[src/rtl/seq_pkg.sv]
package seq_pkg;
    parameter int NUM_CH = 16;
    parameter int CODE_W = 16;
    parameter int EXT_DIV = 4;
    parameter logic [CODE_W-1:0] FILL_CODE = 16'h4F2C;
    localparam int CH_W = $clog2(NUM_CH);
    localparam int DIV_W = $clog2(EXT_DIV);

    typedef struct packed {
        logic [CH_W-1:0]   ptr;
        logic [CH_W-1:0]   cur;
        logic [CH_W-1:0]   pri_ch;
        logic              pend_b;
        logic              strobe_on;
        logic              pri_pend;
        logic              fill_on;
        logic [CH_W:0]     fill_cnt;
        logic [CODE_W-1:0] dac;
    } seq_state_t;
endpackage

[src/rtl/seq_tick_gen.sv]
module seq_tick_gen
    import seq_pkg::*;
(
    input  logic clk,
    input  logic rst_n,
    input  logic osc_tick,
    input  logic ext_pulse,
    input  logic use_ext,
    output logic tick
);
    logic [DIV_W-1:0] div_d, div_q;
    logic             div_tick;

    always_comb begin
        div_d    = div_q;
        div_tick = 1'b0;
        if (ext_pulse) begin
            if (div_q == DIV_W'(EXT_DIV - 1)) begin
                div_d    = '0;
                div_tick = 1'b1;
            end else begin
                div_d = div_q + 1'b1;
            end
        end
        tick = use_ext ? div_tick : osc_tick;
    end

    always_ff @(posedge clk or negedge rst_n) begin
        if (!rst_n) div_q <= '0;
        else        div_q <= div_d;
    end
endmodule

[src/rtl/seq_onehot.sv]
module seq_onehot
    import seq_pkg::*;
(
    input  logic            en,
    input  logic [CH_W-1:0] idx,
    output logic [NUM_CH-1:0] vec
);
    for (genvar i = 0; i < NUM_CH; i++) begin : g_bit
        assign vec[i] = en && (idx == CH_W'(i));
    end
endmodule

[src/rtl/refresh_sequencer.sv]
module refresh_sequencer
    import seq_pkg::*;
(
    input  logic              clk,
    input  logic              rst_n,
    input  logic              fill_n,
    input  logic              osc_tick,
    input  logic              ext_pulse,
    input  logic              clk_sel_pin,
    input  logic              cfg_ext_clk,
    input  logic              immed_pin,
    input  logic              cfg_immed,
    input  logic              frame_active,
    input  logic              wr_en,
    input  logic [CH_W-1:0]   wr_addr,
    output logic [CH_W-1:0]   mem_rd_addr,
    input  logic [CODE_W-1:0] mem_rd_data,
    output logic              fill_wr_en,
    output logic [CH_W-1:0]   fill_wr_addr,
    output logic [CODE_W-1:0] fill_wr_data,
    output logic [CODE_W-1:0] dac_code,
    output logic [NUM_CH-1:0] sample_strobe,
    output logic              busy
);
    localparam logic [CH_W:0] FILL_END = (CH_W+1)'(NUM_CH);
    localparam logic [CH_W-1:0] LAST_CH = CH_W'(NUM_CH - 1);

    seq_state_t q, d;
    logic       tick;
    logic       use_ext;
    logic       immed_eff;

    assign use_ext   = (clk_sel_pin || cfg_ext_clk) && !q.fill_on;
    assign immed_eff = immed_pin || cfg_immed;

    seq_tick_gen u_tick (
        .clk       (clk),
        .rst_n     (rst_n),
        .osc_tick  (osc_tick),
        .ext_pulse (ext_pulse),
        .use_ext   (use_ext),
        .tick      (tick)
    );

    seq_onehot u_strobe (
        .en  (q.strobe_on),
        .idx (q.cur),
        .vec (sample_strobe)
    );

    always_comb begin
        d           = q;
        fill_wr_en  = 1'b0;
        mem_rd_addr = q.pri_pend ? q.pri_ch : q.ptr;

        if (tick) begin
            if (q.pend_b) begin
                d.pend_b    = 1'b0;
                d.strobe_on = 1'b1;
            end else begin
                d.strobe_on = 1'b0;
                if (q.fill_on) begin
                    if (q.fill_cnt == FILL_END) begin
                        d.fill_on = 1'b0;
                    end else begin
                        d.dac      = FILL_CODE;
                        d.cur      = q.fill_cnt[CH_W-1:0];
                        d.pend_b   = 1'b1;
                        d.fill_cnt = q.fill_cnt + 1'b1;
                        fill_wr_en = 1'b1;
                    end
                end else if (!frame_active) begin
                    d.dac    = mem_rd_data;
                    d.cur    = mem_rd_addr;
                    d.pend_b = 1'b1;
                    if (q.pri_pend) begin
                        d.pri_pend = 1'b0;
                    end else begin
                        d.ptr = (q.ptr == LAST_CH) ? '0 : q.ptr + 1'b1;
                    end
                end
            end
        end

        if (wr_en && immed_eff && !q.fill_on) begin
            d.pri_pend = 1'b1;
            d.pri_ch   = wr_addr;
        end

        if (!fill_n) begin
            d          = '0;
            d.dac      = q.dac;
            d.fill_on  = 1'b1;
        end
    end

    always_ff @(posedge clk or negedge rst_n) begin
        if (!rst_n) begin
            q         <= '0;
            q.fill_on <= 1'b1;
        end else begin
            q <= d;
        end
    end

    assign fill_wr_addr = q.fill_cnt[CH_W-1:0];
    assign fill_wr_data = FILL_CODE;
    assign dac_code     = q.dac;
    assign busy         = q.fill_on;
endmodule

[config.mk]
export PLATFORM = sky130hd
export DESIGN_NAME = refresh_sequencer
export DESIGN_NICKNAME = d
export VERILOG_FILES = /design/src/rtl/seq_pkg.sv /design/src/rtl/seq_tick_gen.sv /design/src/rtl/seq_onehot.sv /design/src/rtl/refresh_sequencer.sv
export SDC_FILE = /design/constraint.sdc
export NUM_CORES = 1
export LEC_CHECK = 0
export CORE_ASPECT_RATIO = 1.1
export CORE_MARGIN = 4
export CORE_UTILIZATION = 25
export DETAILED_ROUTE_END_ITERATION = 16
export SETUP_SLACK_MARGIN = 0.2
export SYNTH_ARGS = -nofsm -noshare
export SYNTH_HDL_FRONTEND = slang
export SYNTH_SLANG_ARGS = --single-unit
[constraint.sdc]
create_clock -name clk -period 3.15 [get_ports clk]
set_input_delay 0.7875 -clock clk [delete_from_list [all_inputs] [get_ports clk]]
set_output_delay 0.7875 -clock clk [all_outputs]
set_load 0.05 [all_outputs]
Word-level counts from Yosys, hierarchy flattened
Index checks and enable logic that the tools add are counted.

storage, ports and cells
  input port bits = 31
  register bits after elaboration = 39
  logic and storage cells = 108
  output and inout port bits = 58

operators by class
  bitwise gates (word level) = 1
  eq/ne operators = 34
  reduce and logical (&&, ||, !) cells = 29
  $add $sub $neg = 3
  muxes and demuxes = 31

operator list
  operator             count
  $mux 37              1
  $eq 4x4->1 const B   9
  $mux 16              2
  $mux 4               7
  $mux 25              1
  $mux 8               3
  $mux 23              1
  $mux 21              1
  $logic_and 1x1->1    19
  $eq 4x3->1 const B   4
  $mux 1               12
  $ne 2x2->1 const B   6
  $ne 3x2->1 const B   4
  $reduce_and 4->1     3
  $reduce_and 5->1     2
  $eq 4x2->1 const B   2
  $ne 2x1->1 const B   4
  $mux 6               1
  $add 5x1->5 const B  1
  $eq 5x5->1 const B   1
  $add 4x1->4 const B  1
  $eq 4x1->1 const B   1
  $logic_not 4->1      1
  $mux 2               2
  other kinds (8)      9

Longest topological paths before layout
Gate-level depths: netlist of run 1.

  word-level depth = 8
  mapped depth = 7
  gate-level depth less buffers = 6

Hierarchy
From an unflattened synthesis of run 1, not the netlist that was laid out.

unflattened totals
  cells, all modules = 270
  area, all modules = 2457.4 um2

by module, submodules not included
  module             area each (um2)  times used  sequential area each (um2)  cells each
  refresh_sequencer  2232.1           1           927.1                       238
  seq_onehot         117.6            1           0.0                         23
  seq_tick_gen       107.6            1           50.0                        9

Worst setup path before layout of run 1
Ideal clock, no wire load.

  path type = flip-flop to output port
  from = register q[31] (netlist bit)
  to = output sample_strobe[0]
  stages on the path, launching flop included = 3
  setup slack = 0.410 ns
  data required time = 2.362 ns
  arrival time = 1.952 ns
  buffers on the path = 0
  cell sequence = dfrtp_1 > or3b_2 > nor3_1

between the ends
  longest elaborated chain between the ends = 2

ends and longest elaborated chain
  item               RTL line                 source
  start, declared    refresh_sequencer.sv:28  seq_state_t q, d;
  $logic_not 4->1    seq_onehot.sv:9          assign vec[i] = en && (idx == CH_W'(i));
  $logic_and 1x1->1  seq_onehot.sv:9
  end, declared      refresh_sequencer.sv:22  output logic [NUM_CH-1:0] sample_strobe,

Every way passes these cells.

Final worst setup path of run 1
  from = input osc_tick
  to = output fill_wr_en

between the ends
  longest elaborated chain between the ends = 2

ends and longest elaborated chain
  item             RTL line                 source
  start, declared  refresh_sequencer.sv:7   input logic osc_tick,
  $mux 1           seq_tick_gen.sv:25       tick = use_ext ? div_tick : osc_tick;
  $mux 1           refresh_sequencer.sv:56  if (tick) begin
  end, declared    refresh_sequencer.sv:18  output logic fill_wr_en,

Every way passes these cells.

==> results of run 1 <==
==> path summary, 6_finish.rpt <==
kind,slack (ns),to,start,depth (start not counted)
worst max-delay path,0.33,fill_wr_en,osc_tick,4
worst min-delay path,0.49,u_tick.div_q[0],u_tick.div_q[0],1
worst max register to register,1.07,dac_code[15],busy,5
worst min register to register,0.49,u_tick.div_q[0],u_tick.div_q[0],1
max in group asynchronous,1.96,u_tick.div_q[1],rst_n,1
min in group asynchronous,0.61,dac_code[15],rst_n,1
==> power breakdown <==
group	internal [mW]	switching (mW)	total, mW
logic	0.0809	0.117	0.198
clock network	0.177	0.173	0.349
registers	0.516	0.0131	0.529
==> cell usage in the layout, fill, tap and decap left out, drive strengths merged, types with 5 or more instances in the layout <==
cell type	n
nand2b	7
conb	16
mux2i	23
o211ai	5
inv	11
nand2	14
nand3	5
and2	7
nor2b	15
clkbuf	7
mux2	13
dfrtp	38
nor3	5
clkdlybuf4s50	66
nor2	21
==> metal layers <==
layer	wire length [µm]	vias up	share of wire, %
met3	308	6	5.8
met2	2540	49	48
met1	2360	818	45
li1	-	842	-
met4	82	0	1.6
met5	0	-	0
==> layout make-up <==
type                       instances  area (µm²)  area share, %
clock buffer                       7        86.3           2.77
clock inverter                     1        5.00          0.161
inverter                          11        41.3           1.33
multi-input combinational        160        1120           36.0
sequential                        39         977           31.4
tap                              117         146           4.70
timing repair buffer              74         736           23.6
==> synthesized netlist by cell type (2+ instances only) <==
library cell / instances / area [µm²]
buf_2: 2 / 10.0
clkbuf_1: 4 / 15.0
inv_1: 11 / 41.3
and2_1: 7 / 43.8
mux2_4: 2 / 30.0
conb_1: 2 / 7.51
nor3_1: 5 / 25.0
a21boi_0: 2 / 15.0
xnor2_1: 4 / 35.0
nand3_1: 4 / 20.0
nor2b_1: 15 / 93.8
nand2_1: 14 / 52.6
o211ai_1: 5 / 37.5
nand4_1: 3 / 18.8
mux2_2: 11 / 124
nand2b_1: 7 / 43.8
a21oi_1: 2 / 10.0
dfrtp_1: 38 / 951
mux2i_1: 22 / 220
a21o_1: 2 / 15.0
buf_4: 36 / 270
nand3b_1: 4 / 30.0
nor2_1: 21 / 78.8
ha_1: 4 / 50.1
==> registers in the layout, summed over array words and instances, names as in the netlist <==
signal	count
dac_code	16
q	16
fill_wr_addr	4
u_tick.div_q	2
busy	1
==> worst reg2reg max path, stage by stage (launching register included) <==
cell and delay, ns:
dfstp_2 0.74, buf_4 0.30, nor2_1 0.10, a21o_1 0.20
nand3_4 0.26, mux2_2 0.38
==> cell families after synthesis <==
logic type / count (synthesis) / share of synthesized area [%]
AND/OR/NAND/NOR: 85 / 19.2
buffers and inverters: 55 / 14.7
other: 2 / 0.313
multiplexers: 36 / 16.5
XOR/XNOR: 4 / 1.46
AO/OA/AOI/OAI: 15 / 4.96
adder cells (fa/ha/maj): 4 / 2.09
flip-flops: 39 / 40.7
==> timing repair <==
| action | CTS | global route |
|---|---|---|
| gates resized for setup | 4 | 0 |
| buffers inserted | 0 | 0 |
| endpoints found under the setup margin | 4 | 0 |
==> stage by stage <==
stage	worst slack, ns	cell area (µm²)	utilization [%]	std cells	hold slack (ns)
finish	0.327	3110	33.3	409	0.489
global route	0.254	3110	33.3	409	0.521
CTS	0.324	3110	33.3	409	0.499
detailed placement	0.345	3030	32.4	401	0.488
global placement	0.348	3030	32.4	401	0.469
floorplan	0.410	2450	-	254	0.457
==> impl_results.md, run 1 <==
- Status: finished clean
- WL final: 5290 µm
- VDD IR max: 0.111 mV
- Vias in the first global route: 1684
- Core area: ~9400 µm²
- Starting density of the core: 25.6%
- IO buf count: between 70 and 80
- Initial antenna violation count: 0
- Synthesized flop and latch total: 39
- Mapped cell area: 2400 µm²
- Fmax: 354 MHz
- Mean Syn Cell Area: 9.99 µm²
- Cells after synthesis: 240
- CP max stage cell: clkdlybuf4s50_1
- Grt peak-use layer: met2
- Final setup violation count: 0
- Max-slew violation count: 0
- Fillers: slightly below 1000
- Root Driver: clkbuf_8
- Post-synth top flop: dfrtp_1
- Clock sink total: 39
- Reg clk slew, reported paths: ~0.07 ns
- Site Rows: 37
- Final nets: 326
- Global-route wire length before repair: 8560 µm
- DR pass1 iterations: 4
- Share of layout cells above drive strength 1: roughly a tenth
- TritonCTS Buffers: 5
- Met1 GRT Util: 12.4%
- Initial DRC count: 60
- CP required: 2.36 ns
- RSZ-0062 raised after global routing: false
- Vias after detailed routing: 1715
- Routed Antenna Nets: 0
- Die area: 11200 µm²
- HP Class: reg2reg
- Post-synth EDFFs: 0
- Largest net degree at the start of global routing: 40
- Final min period: 2.82 ns
- Cell Chain, Critical Path: clkdlybuf4s50_1 > and3b_1 > and2_1 > buf_12
- Avg Vias per Cell: ~4.2
- Max transition margin: 39.9%
- Clock latency at the later pin of the worst-skew pair: 0.29 ns
- Tot GR Track Use: around a tenth
- GR Util met2: 15.3%
- Pwr Total: 1.08 mW
- Setup TNS: 0 ns
- Routing usage on met3: 2.01%
- CP endpoint kind: primary output
- PD cells: 346 nW/µm²
- Layout Skew: between 0.005 and 0.006 ns
- Crit path kind: in2out
- CP max stage delay: 0.51 ns
- Maximum fanout along the worst path: 5
- CTS Hold Buffers Added: 0
- Worst path arrival time: 2.04 ns
- Crit start category: input pin
- ANT cells: 0
- Max-cap violations: 0
- Hpwl dp: 4050 µm
- Total I/O pin count: 89
- Hold Vio Cnt, Final: 0
- Critical path's top delay family: buffers and inverters
- Crit share post-route: about nine tenths
- Wire per inst: 12.9 µm
- Synth-to-layout area growth: 29.8%
- Register area share after synthesis: 40.7%
- Die X: 101 µm
- Routability cong.: 0.750
- Gr ovfl total: 0
- Measured slew at the worst slew-check pin: 0.901 ns
- Residual DRC count: 0
- Worst Path Buf+Inv: 2
- Maximum clock path buffer count: 2
- Synth warn: 0
- TritonCTS clock tree: yes
- Die Ht: 111 µm
- H-tree Lvls: 2
- Post-synth ARST share: 100%
- Synth unique cells: 37
- LEAKAGE: 1.45 nW
Note: power is estimated with default switching activity, not from simulation.
==> run 2: changes to the inputs <==
==> constraint.sdc (replaced) <==
create_clock -name clk -period 2.85 [get_ports clk]
set_input_delay 0.7125 -clock clk [delete_from_list [all_inputs] [get_ports clk]]
set_output_delay 0.7125 -clock clk [all_outputs]
set_load 0.05 [all_outputs]
==> run 2 against run 1 <==
  * Clock power is 58% higher
  * Routed wire length rose by 0.47%
  * Design area grew 2.0%
  * Flip-flop and latch count is the same
  * Worst setup slack got worse by 0.064 ns
  * Count of clock-buffer cells in the layout is 1 lower
  * Critical path depth down 1
  * Die area did not move
  * Global-route usage rose by 0.053 points
  * Clock skew grew 0.0019 ns
  * Highest routed layer unchanged
==> impl_results.md, run 2 (same netlist as run 1, synthesis figures left out) <==
- Status: finished clean (unchanged)
- Routability cong.: 0.753 (was 0.750)
- Setup TNS: 0 ns (unchanged)
- Measured slew at the worst slew-check pin: 0.888 ns (was 0.901 ns)
- RSZ-0062 raised after global routing: false (unchanged)
- Worst path arrival time: 1.87 ns (was 2.04 ns)
- Vias after detailed routing: 1737 (was 1715)
- Final min period: 2.59 ns
- Clock latency at the later pin of the worst-skew pair: 0.29 ns (about the same)
- Global-route wire length before repair: 8630 µm (was 8560 µm)
- Met2 WL: 2590 µm (was 2540 µm)
- FF-to-FF setup slack: 0.86 ns (was 1.07 ns)
- VDD IR max: 0.175 mV (was 0.111 mV)
- Die area: 11200 µm² (unchanged)
- Core area: 9350 µm² (unchanged)
- Crit start category: flop (was input pin)
- Synth-to-layout area growth: 32.5% (was 29.8%)
- DR pass1 iterations: 4 (unchanged)
- CTS Hold Buffers Added: 0 (unchanged)
- Wire per inst: 13.0 µm (was 12.9 µm)
- Fillers: 975 (was 978)
- Initial DRC count: 67 (was 60)
- Gr ovfl total: 0 (unchanged)
- Uppermost routed layer: met4 (unchanged)
- Largest net degree at the start of global routing: 40 (unchanged)
- Max-cap violations: 0 (unchanged)
- Starting density of the core: 25.6% (unchanged)
- Wl on met1: 2270 µm (was 2360 µm)
- Crit path to: sample_strobe[11] (was fill_wr_en)
- CP required: 2.14 ns (was 2.36 ns)
- Hpwl dp: 4050 µm (about the same)
- Dpl ws: 0.243 ns (was 0.345 ns)
- Reg clk slew, reported paths: 0.08 ns (was 0.07 ns)
- Post-route setup slack: 0.263 ns (was 0.327 ns)
- PD cells: 427 nW/µm² (was 346 nW/µm²)
- Post-Layout Cell Count: 410 (was 409)
- Maximum fanout along the worst path: 5 (unchanged)
- Hold Vio Cnt, Final: 0 (unchanged)
- Cells after DPL: 402 (was 401)
- Clock sink total: 39 (unchanged)
- Die Ht: 111 µm (unchanged)
- Residual DRC count: 0 (unchanged)
- Max transition margin: 40.8% (was 39.9%)
- Multi-input gate area: 1130 µm² (was 1120 µm²)
- Met3 WL: 429 µm (was 308 µm)
- Critical path's top delay family: buffers and inverters (unchanged)
- Root Driver: clkbuf_8 (unchanged)
- Crit path kind: reg2out (was in2out)
- Worst Setup SP: q[31] (was osc_tick)
- ANT cells: 0 (unchanged)
- Most frequent cells in the layout: clkdlybuf4s50_1 (54), dfrtp_1 (38), mux2i_1 (22) (was clkdlybuf4s50_1 (66), dfrtp_1 (38), mux2i_1 (22))
- CP max stage delay: 0.81 ns (was 0.51 ns)
- Critical R2R Capture: dac_code[13] (was dac_code[15])
- TritonCTS Buffers: 5 (unchanged)
- CP endpoint kind: primary output (unchanged)
- Register Area: 977 µm² (unchanged)
- Total I/O pin count: 89 (unchanged)
- Avg Vias per Cell: 4.24 (was 4.19)
- CP max stage cell: clkdlybuf4s50_1 (unchanged)
- IO buf count: 72 (unchanged)
- Critical R2R Launch: busy (unchanged)
- Die X: 101 µm (unchanged)
- Initial antenna violation count: 0 (unchanged)
- Fmax: 387 MHz
- Vias in the first global route: 1706 (was 1684)
- Worst Path Buf+Inv: 1 (was 2)
- TritonCTS clock tree: yes (unchanged)
- Crit share post-route: 90.8%
- Final setup violation count: 0 (unchanged)
- Final nets: 327 (was 326)
- Tot GR Track Use: 9.56% (was 9.51%)
- Critical path depth: 3 (was 4)
- Routed Antenna Nets: 0 (unchanged)
- Commonest non-fill, non-tap cell in the layout: clkdlybuf4s50_1 (unchanged)
- Maximum clock path buffer count: 2 (unchanged)
- Share of layout cells above drive strength 1: 13.0% (was 10.3%)
- HP Class: reg2reg (unchanged)
- Layout Skew: 0.00736 ns (was 0.00542 ns)
- H-tree Lvls: 2 (unchanged)
- WL final: 5310 µm (was 5290 µm)
- Site Rows: 37 (unchanged)
- Worst R2R Path Depth: 4 (was 5)
- Cell Chain, Critical Path: nand3b_1 > nor2_1 > clkdlybuf4s50_1 (was clkdlybuf4s50_1 > and3b_1 > and2_1 > buf_12)
- Max-slew violation count: 0 (unchanged)
- LEAKAGE: 1.63 nW (was 1.45 nW)
==> run 2: cell types whose count changed in the layout (fill, tap and decap cells not counted), moves of 2 or more <==
cell             change
clkdlybuf4s50_1     -12
dlymetal6s2s_1       +8
buf_4                +6
bufinv_16            +2
==> run 2: repair_timing <==
| item | CTS | global route |
|---|---|---|
| buffers inserted | 0 | 0 |
| resized for setup | 3 | 9 |
| setup endpoints to repair | 3 | 9 |
==> run 2: stage by stage <==
step                utilization, %  hold slack, ns  power (mW)  instance area [µm²]
detailed placement            32.4           0.487       0.820                 3030
global route                  34.0           0.517        1.41                 3180
floorplan                        -           0.417       0.757                 2460
CTS                           33.8           0.499        1.38                 3160
global placement              32.4           0.466       0.817                 3030
finish                        34.0           0.492        1.36                 3180
==> run 2: worst min-delay path by stage <==
stage / endpoint / from / depth (start not counted) / slack (ns)
after floorplan: dac_code[0] / rst_n / 0 / 0.42
after global placement: u_tick.div_q[0] / u_tick.div_q[0] / 1 / 0.47
after detailed placement: u_tick.div_q[0] / u_tick.div_q[0] / 1 / 0.49
after CTS: u_tick.div_q[0] / u_tick.div_q[0] / 1 / 0.50
after global routing: u_tick.div_q[0] / u_tick.div_q[0] / 1 / 0.52
final: u_tick.div_q[0] / u_tick.div_q[0] / 1 / 0.49
==> run 2: metal layers <==
| layer | GRT usage [%] | up-vias |
|---|---|---|
| li1 | - | 843 |
| met1 | 12.4 | 833 |
| met2 | 15.5 | 58 |
| met3 | 2.71 | 3 |
| met4 | 2.39 | 0 |
| met5 | 0 | - |
==> run 2: cell type report <==
cell class                 count  share of cell area, %
multi-input combinational    160                   35.5
sequential                    39                   30.7
timing repair buffer          75                   23.7
tap                          117                   4.61
clock buffer                   6                   2.28
clock inverter                 2                   1.89
inverter                      11                   1.30
==> run 2: where the power goes <==
part           internal [mW]  switching [mW]  total, mW
sequential             0.571          0.0150      0.586
combinational         0.0915           0.129      0.220
clock                  0.350           0.201      0.551
==> run 3: changes to the inputs <==
--- a/config.mk
+++ b/config.mk
@@ -9,6 +9,7 @@
 export CORE_MARGIN = 4
 export CORE_UTILIZATION = 25
 export DETAILED_ROUTE_END_ITERATION = 16
+export DONT_BUFFER_PORTS = 1
 export SETUP_SLACK_MARGIN = 0.2
 export SYNTH_ARGS = -nofsm -noshare
 export SYNTH_HDL_FRONTEND = slang
==> run 3 against run 2 <==
  * Combinational power down 29%
  * Critical path type unchanged
  * Highest routed layer unchanged
  * Count of clock-buffer cells in the layout did not move
  * Worst setup slack better by 0.061 ns
  * Critical endpoint is now fill_wr_en
  * Register-to-register slack worse by 0.17 ns
  * Via count shrank 14%
  * Power fell by 10%
  * Largest power group unchanged
==> impl_results.md, run 3 (same netlist as run 1, synthesis figures left out) <==
- Post-Layout Cell Count: 356 (was 410)
- Root Driver: clkbuf_8 (unchanged)
- Setup TNS: 0 ns (unchanged)
- Cell Chain, Critical Path: and3b_1 > and2_1 (was nand3b_1 > nor2_1 > clkdlybuf4s50_1)
- Crit path kind: reg2out (unchanged)
- Final nets: 273 (was 327)
- CP required: 2.14 ns (about the same)
- CP max stage cell: dfstp_2 (was clkdlybuf4s50_1)
- PD cells: 475 nW/µm² (was 427 nW/µm²)
- Pwr Total: 1.22 mW (was 1.36 mW)
- Die area: 11200 µm² (unchanged)
- RSZ-0062 raised after global routing: false (unchanged)
- Final setup violation count: 0 (unchanged)
- WL final: 4970 µm (was 5310 µm)
- Final hold slack: 0.114 ns (was 0.492 ns)
- VDD IR max: 0.177 mV (was 0.175 mV)
- Dpl ws: 0.629 ns (was 0.243 ns)
- Measured slew at the worst slew-check pin: 0.680 ns (was 0.888 ns)
- Crit share post-route: 88.6% (was 90.8%)
- Vias in the first global route: 1516 (was 1706)
- IO buf count: 0 (was 72)
- Die X: 101 µm (unchanged)
- Fin area: 2570 µm² (was 3180 µm²)
- Clock latency at the later pin of the worst-skew pair: 0.29 ns (about the same)
- Final min period: 2.53 ns (was 2.59 ns)
- Clock share of power: 39.3% (was 40.6%)
- DR pass1 iterations: 4 (unchanged)
- Number of post-CTS setup repair buffers: 0 (unchanged)
- Register share of total power: 47.8% (was 43.2%)
- Internal power: 0.904 mW (was 1.01 mW)
- Avg Vias per Cell: 4.18 (was 4.24)
- TritonCTS clock tree: yes (unchanged)
- Vias after detailed routing: 1488 (was 1737)
- Most frequent cells in the layout: dfrtp_1 (38), mux2i_1 (22), nor2_1 (21), buf_4 (21), conb_1 (16) (was clkdlybuf4s50_1 (54), dfrtp_1 (38), mux2i_1 (22))
- Commonest non-fill, non-tap cell in the layout: dfrtp_1 (was clkdlybuf4s50_1)
- Worst Setup SP: busy (was q[31])
- Synth-to-layout area growth: 7.04% (was 32.5%)
- CTS resizes: 0 (was 3)
- DP Area: 2450 µm² (was 3030 µm²)
- Fmax: 396 MHz (was 387 MHz)
- Wire per inst: 13.9 µm (was 13.0 µm)
- Cells after DPL: 348 (was 402)
- Multi-input gate area: 1130 µm² (about the same)
- Tot GR Track Use: 8.89% (was 9.56%)
- Die Ht: 111 µm (unchanged)
- H-tree Lvls: 2 (unchanged)
- Core area: 9350 µm² (unchanged)
- Routed Antenna Nets: 0 (unchanged)
- Switching portion of total power: 25.9% (was 25.4%)
- Reg clk slew, reported paths: 0.08 ns (about the same)
- Post-route setup slack: 0.324 ns (was 0.263 ns)
- CTS Hold Buffers Added: 0 (unchanged)
- Register Area: 977 µm² (unchanged)
- Gr ovfl total: 0 (unchanged)
- Final core utilization: 27.5% (was 34.0%)
- TritonCTS Buffers: 5 (unchanged)
- Global-route wire length before repair: 7880 µm (was 8630 µm)
- Starting density of the core: 25.6% (unchanged)
- Max-slew violation count: 0 (unchanged)
- Worst path arrival time: 1.81 ns (was 1.87 ns)
- ANT cells: 0 (unchanged)
- Max transition margin: 54.4% (was 40.8%)
- Crit start category: flop (unchanged)
- CP endpoint kind: primary output (unchanged)
- LEAKAGE: 1.28 nW (was 1.63 nW)
- Worst R2R Path Depth: 5 (was 4)
- Fillers: 997 (was 975)
- Combinational power share: 12.9% (was 16.2%)
- Clock sink total: 39 (unchanged)
- HP Class: in2async (was reg2reg)
- Routability cong.: 0.686 (was 0.753)
- CP max stage delay: 0.68 ns (was 0.81 ns)
- Hold Vio Cnt, Final: 0 (unchanged)
- Critical R2R Launch: busy (unchanged)
- Layout Skew: 0.00425 ns (was 0.00736 ns)
- Site Rows: 37 (unchanged)
- Switching power: 0.316 mW (was 0.345 mW)
- Maximum clock path buffer count: 2 (unchanged)
- Residual DRC count: 0 (unchanged)
- Initial DRC count: 61 (was 67)
- Initial antenna violation count: 0 (unchanged)
- Share of layout cells above drive strength 1: 20.5% (was 13.0%)
- Max-cap violations: 0 (unchanged)
- Largest net degree at the start of global routing: 40 (unchanged)
- Hpwl dp: 3750 µm (was 4050 µm)
- Status: finished clean (unchanged)
- Total I/O pin count: 89 (unchanged)
- Maximum fanout along the worst path: 14 (was 5)
[run 3: changes by cell type in the layout (fill, tap and decap cells not counted)]
cell             previous run  this run
clkinv_2                    0         1
dlymetal6s2s_1              8         0
clkbuf_8                    5         6
and2_2                      1         0
clkbuf_1                    1         0
dlygate4sd2_1               3         0
clkdlybuf4s50_1            54         0
bufinv_16                   2         1
buf_4                       8        21
buf_12                      1         0
and2_1                      6         7
buf_2                       1         0
[run 3: worst max-delay path, delay by kind of cell (launching register included)]
| family | cells | cell delay [ns] |
|---|---|---|
| AND/OR/NAND/NOR | 2 | 0.85 |
| flip-flops | 1 | 0.68 |
[run 3: layout make-up]
| type | instances | share of cell area (%) |
|---|---|---|
| sequential | 39 | 38.1 |
| timing repair buffer | 21 | 6.14 |
| clock buffer | 6 | 3.22 |
| clock inverter | 2 | 1.36 |
| multi-input combinational | 160 | 43.9 |
| tap | 117 | 5.70 |
| inverter | 11 | 1.61 |
[run 3: power groups by stage]
| stage | Combinational, mW | Sequential (mW) | Clock, mW |
|---|---|---|---|
| 2_1_floorplan | 0.165 | 0.592 | 0 |
| 3_3_place_gp | 0.155 | 0.594 | 0 |
| 3_5_place_dp | 0.158 | 0.595 | 0 |
| 4_1_cts | 0.158 | 0.584 | 0.503 |
| 5_1_grt | 0.172 | 0.587 | 0.529 |
| 6_report | 0.157 | 0.584 | 0.479 |
[run 3: metal layers]
| metal | vias up | track usage (%) | wire length [µm] |
|---|---|---|---|
| li1 | 732 | - | - |
| met1 | 707 | 10.5 | 1980 |
| met2 | 47 | 14.7 | 2500 |
| met3 | 2 | 3.59 | 449 |
| met4 | 0 | 2.39 | 33 |
| met5 | - | 0 | 0 |
[run 3: final timing paths]
kind / slack (ns) / end
max: 0.32 / fill_wr_en
min: 0.11 / dac_code[8]
max reg2reg: 0.69 / dac_code[4]
min reg2reg: 0.49 / u_tick.div_q[0]
max in group asynchronous: 2.56 / busy
min in group clk: 0.47 / busy
